$ cat config.mk
export PLATFORM = sky130hd
export DESIGN_NAME = seg_ramp_gen
export DESIGN_NICKNAME = d
export VERILOG_FILES = /design/src/rtl/seg_ramp_gen.sv
export SDC_FILE = /design/constraint.sdc
export NUM_CORES = 1
export LEC_CHECK = 0
export CELL_PAD_IN_SITES_DETAIL_PLACEMENT = 0
export CELL_PAD_IN_SITES_GLOBAL_PLACEMENT = 2
export CORE_AREA = 2 2 76 78
export CTS_CLUSTER_SIZE = 8
export DETAILED_ROUTE_END_ITERATION = 12
export DIE_AREA = 0 0 78 80
export HOLD_SLACK_MARGIN = 0.03
export PLACE_DENSITY_LB_ADDON = 0.3
export SYNTH_ARGS = -nofsm -noshare
export SYNTH_HDL_FRONTEND = slang
export SYNTH_SLANG_ARGS = --single-unit
$ cat constraint.sdc
create_clock -name clk -period 2.83 [get_ports clk]
set_input_delay 0.566 -clock clk [delete_from_list [all_inputs] [get_ports clk]]
set_output_delay 0.566 -clock clk [all_outputs]
set_load 0.03 [all_outputs]
$ cat src/rtl/seg_ramp_gen.sv
module seg_ramp_gen #(
  parameter int DATA_W     = 32,
  parameter int ROWS       = 3,
  parameter int SEG0_BYTES = 32,
  parameter int SEG1_BYTES = 64,
  parameter int SEG2_BYTES = 708
) (
  input  logic              clk,
  input  logic              rst_n,
  input  logic              start,
  output logic [DATA_W-1:0] m_tdata,
  output logic              m_tvalid,
  input  logic              m_tready,
  output logic              m_tlast,
  output logic              m_tuser,
  output logic              done
);
  localparam int BPB   = DATA_W / 8;
  localparam int S0    = SEG0_BYTES / BPB;
  localparam int S1    = SEG1_BYTES / BPB;
  localparam int S2    = SEG2_BYTES / BPB;
  localparam int SMAX  = (S0 > S1) ? ((S0 > S2) ? S0 : S2) : ((S1 > S2) ? S1 : S2);
  localparam int BW    = $clog2(SMAX + 1);
  localparam int RW    = (ROWS > 1) ? $clog2(ROWS) : 1;

  typedef enum logic [1:0] {IDLE, ARM, SEND} state_t;

  state_t        state;
  logic [RW-1:0] row;
  logic [1:0]    seg;
  logic [BW-1:0] beat, seg_len;
  logic [7:0]    off;
  logic          done_q;

  always_comb
    case (seg)
      2'd0:    seg_len = BW'(S0);
      2'd1:    seg_len = BW'(S1);
      default: seg_len = BW'(S2);
    endcase

  wire seg_end  = beat == seg_len - BW'(1);
  wire line_end = seg_end && seg == 2'd2;
  wire frm_end  = line_end && row == RW'(ROWS - 1);
  wire take     = state == SEND && m_tready;

  assign m_tvalid = state == SEND;
  assign m_tlast  = m_tvalid && seg_end;
  assign m_tuser  = m_tvalid && row == '0 && seg == 2'd0 && beat == '0;
  assign done     = done_q;

  for (genvar g = 0; g < BPB; g++) begin : g_lane
    assign m_tdata[8*g +: 8] = off + 8'(g);
  end

  always_ff @(posedge clk) begin
    if (!rst_n) begin
      state  <= IDLE;
      row    <= '0;
      seg    <= '0;
      beat   <= '0;
      off    <= '0;
      done_q <= 1'b0;
    end else begin
      done_q <= 1'b0;
      case (state)
        IDLE: if (start) begin
          state <= ARM;
          row   <= '0;
          seg   <= '0;
          beat  <= '0;
          off   <= '0;
        end
        ARM: if (m_tready) state <= SEND;
        default: if (take) begin
          off  <= off + 8'(BPB);
          beat <= beat + BW'(1);
          if (seg_end) begin
            beat <= '0;
            seg  <= seg + 2'd1;
          end
          if (line_end) begin
            seg <= '0;
            off <= '0;
            row <= row + RW'(1);
          end
          if (frm_end) begin
            state  <= IDLE;
            done_q <= 1'b1;
          end
        end
      endcase
    end
  end
endmodule


==> summary.txt <==
GRT
  – Overall track demand over capacity in global routing: between 10% and 20%
  – Initial antenna violation count: 0
  – Largest net degree at the start of global routing: 19
  – First-pass GRT wire length: 5640 um
  – Total global routing overflow: 0
  – Vias in the first global route: around 1100

Timing
  – Hold Slack: about 0.52 ns
  – Max-Slew Margin vs Limit: about three fifths
  – Upper clock frequency limit: about 370 MHz
  – Setup slack of the critical path after layout: about 0.14 ns
  – Tightest Pin Transition: between 0.6 and 0.7 ns
  – Clock Skew: around 0.0054 ns
  – Setup TNS Final: 0 ns
  – Number of hold violations in the final report: 0
  – Unrepaired setup endpoints after global routing: false
  – Final worst path period share: 95.1%
  – Setup Viol. Count Final: 0
  – Total count of max-transition violations in the final report: 0
  – Min cycle time layout: around 2.7 ns

Floorplanning
  – Die height: about 80 um
  – Std-Cell Rows: 27
  – I/O pins: 40
  – Horizontal die dimension: just under 80 um
  – Die area: about 6200 sq um
  – Initial standard-cell utilization of the core: 26.2%
  – Placeable core region: approximately 5400 sq um

Worst setup path
  – Type of element launching the critical path: flop
  – Sort of element at the end of the critical path: output port
  – CP Class: flop to output port
  – Arrival time of data at the critical path endpoint: roughly 2.1 ns
  – CP Data Required Time: roughly 2.3 ns
  – Maximum fanout along the worst path: 7
  – CP max stage delay: approximately 0.37 ns
  – Max stage delay cell, worst path: sky130_fd_sc_hd__dfxtp_2
  – Cell Chain, Critical Path: nand2b_1 > ha_1 > or3_4 > a2111oi_4 > and3_2 > buf_4

Layout
  – Commonest cells after routing, fill and taps aside: sky130_fd_sc_hd__clkdlybuf4s50_1, sky130_fd_sc_hd__dfxtp_1, sky130_fd_sc_hd__nand2_1, sky130_fd_sc_hd__nor2_1
  – Net count of the finished layout: between 150 and 200
  – Fillers: 585
  – Footprint of the flip-flops and latches: ~420 sq um
  – Commonest non-fill, non-tap cell in the layout: sky130_fd_sc_hd__clkdlybuf4s50_1
  – Fraction of layout instances using a drive strength above 1: between 10% and 20%
  – Area occupied by multi-input gates: 798 sq um
  – Antenna cell count: 0
  – Synth-to-layout area growth: 21.3%

Clocking
  – Number of levels the H-tree was split into: 1
  – Clock-pin slew on the worst setup and hold paths: approximately 0.08 ns
  – CTS tree: built
  – Number of buffers on the longest clock path: 2
  – CTS Sinks: 21
  – CTS hold repair buffers: 0
  – Clock root buffer: sky130_fd_sc_hd__clkbuf_8
  – Inserted Clock Buffers: 3
  – Latest clock arrival within the worst-skew pair: around 0.26 ns

Logic synthesis
  – Area of the mapped netlist: ~1400 sq um
  – Leading post-synthesis cells by cell area: sky130_fd_sc_hd__dfxtp_1, sky130_fd_sc_hd__buf_4, sky130_fd_sc_hd__ha_1
  – Number of different library cells in the post-synthesis netlist: 42
  – Synthesized flop and latch total: 21
  – Synth Instances: around 170
  – Yosys warns: 0
  – Per-instance average area after synthesis: approximately 8.2 sq um
  – Register area share after synthesis: around 30%
  – Share of the synthesized area in the top cell type: 29.7%
  – Leading area contributor after synthesis: sky130_fd_sc_hd__dfxtp_1

Drt
  – Initial drt markers: between 40 and 50
  – Post-route antenna net violation count: 0
  – Length of the first detailed-routing pass in iterations: 5
  – Wire length on met2: between 1500 and 2000 um
  – Detailed-route wire length: 3420 um
  – Wirelength per Cell: 13.2 um
  – Met3 wire length: around 170 um
  – Routed via count divided by cell count: between 4 and 5
  – Top layer in use: met4
  – Routed length on met1: roughly 1600 um
  – Via count of the routed design: 1217
  – Residual DRC: 0

Place
  – Gp weighted congestion: between 0.7 and 0.8
  – IO Port Bufs: 31
  – Detailed placement HPWL: roughly 2500 um
  – Worst-case setup slack after placement: between 0.3 and 0.4 ns

Outcome
  – Run status: finished clean

Pwr
  – Power per Cell Area: 340 nW/um^2
  – Peak VDD IR: between 0.0001 and 0.00015 V
  – P_leak: 0.650 nW

Min path
  – Path category of the worst min-delay check: flop to flop

Run
  – Max Cap Violations: 0
[routing by layer]
metal  up-vias  track usage, %
met5         -               0
met4         0            4.74
met3         7            1.36
met2        47            18.7
met1       564            15.1
li1        599               -
[timing repair]
action | 4_1_cts | 5_1_grt
setup buffers | 0 | 0
endpoints found under the setup margin | 0 | 1
gates resized for setup | 0 | 3
[synth_stat cells (all sizes together)]
master	count
clkbuf	10
nor4	1
a32oi	2
a2111oi	1
nand4b	1
nor2b	4
o31ai	5
or3	1
o211ai	2
or2	3
ha	7
buf	21
xor2	4
o311a	1
nor3	4
conb	2
nand2b	1
and3	3
nor2	10
and2	2
nand3b	2
o21ai	9
a21boi	4
a21oi	5
inv	8
and4	1
o32ai	1
xnor2	4
nand3	7
nand4	4
mux2i	1
a22oi	2
nand2	15
dfxtp	21
and4b	1
o2bb2ai	3
[area by class of cell]
class	instances	share of cell area [%]
multi-input combinational	119	46.5
sequential	21	24.6
timing repair buffer	34	19.2
tap	72	5.25
clock buffer	4	2.62
inverter	8	1.75
[cell families (layout without fill, tap and decap cells)]
kind of cell    count (synthesis)  after routing  synth area share, %
xor+xnor                        8              8                 4.95
flops                          21             21                 29.7
other cells                     2              8                0.531
fa+ha+maj                       7              7                 6.19
buf+inv                        39             46                 15.6
compound gates                 35             35                 18.6
mux                             1              1                0.707
simple gates                   60             60                 23.7
[final timing paths]
kind | startpoint | endpoint | slack, ns | cells past startpoint
min | row[1]$_SDFFE_PN0P_ | row[1]$_SDFFE_PN0P_ | 0.52 | 2
max | seg[1]$_SDFFE_PN0P_ | m_tlast | 0.14 | 6
max reg2reg | seg[1]$_SDFFE_PN0P_ | row[1]$_SDFFE_PN0P_ | 0.42 | 8
min reg2reg | row[1]$_SDFFE_PN0P_ | row[1]$_SDFFE_PN0P_ | 0.52 | 2
[power breakdown]
| part | switching, mW | internal (mW) |
|---|---|---|
| combinational | 0.0548 | 0.0243 |
| clock | 0.101 | 0.100 |
| sequential | 0.00486 | 0.298 |
[sequential cells by signal, indices dropped and copies added (netlist names)]
| name | flops |
|---|---|
| beat | 8 |
| seg | 2 |
| off | 6 |
| done | 1 |
| row | 2 |
| state | 2 |
[per-stage QoR]
| stage | total power, mW | util [%] | std cells | area, sq um |
|---|---|---|---|---|
| after global placement | 0.390 | 30.8 | 254 | 1670 |
| after global routing | 0.616 | 31.8 | 258 | 1720 |
| after floorplan | 0.374 | - | 179 | 1440 |
| final | 0.584 | 31.8 | 258 | 1720 |
| after detailed placement | 0.389 | 30.8 | 254 | 1670 |
| after CTS | 0.597 | 31.7 | 258 | 1710 |
[critical path, delay by kind of cell, from the launching register on]
kind | cells | cell delay (ns)
buf+inv | 1 | 0.15
fa+ha+maj | 1 | 0.23
compound gates | 1 | 0.35
flops | 1 | 0.37
simple gates | 3 | 0.75
Note: power is estimated with default switching activity, not from simulation.
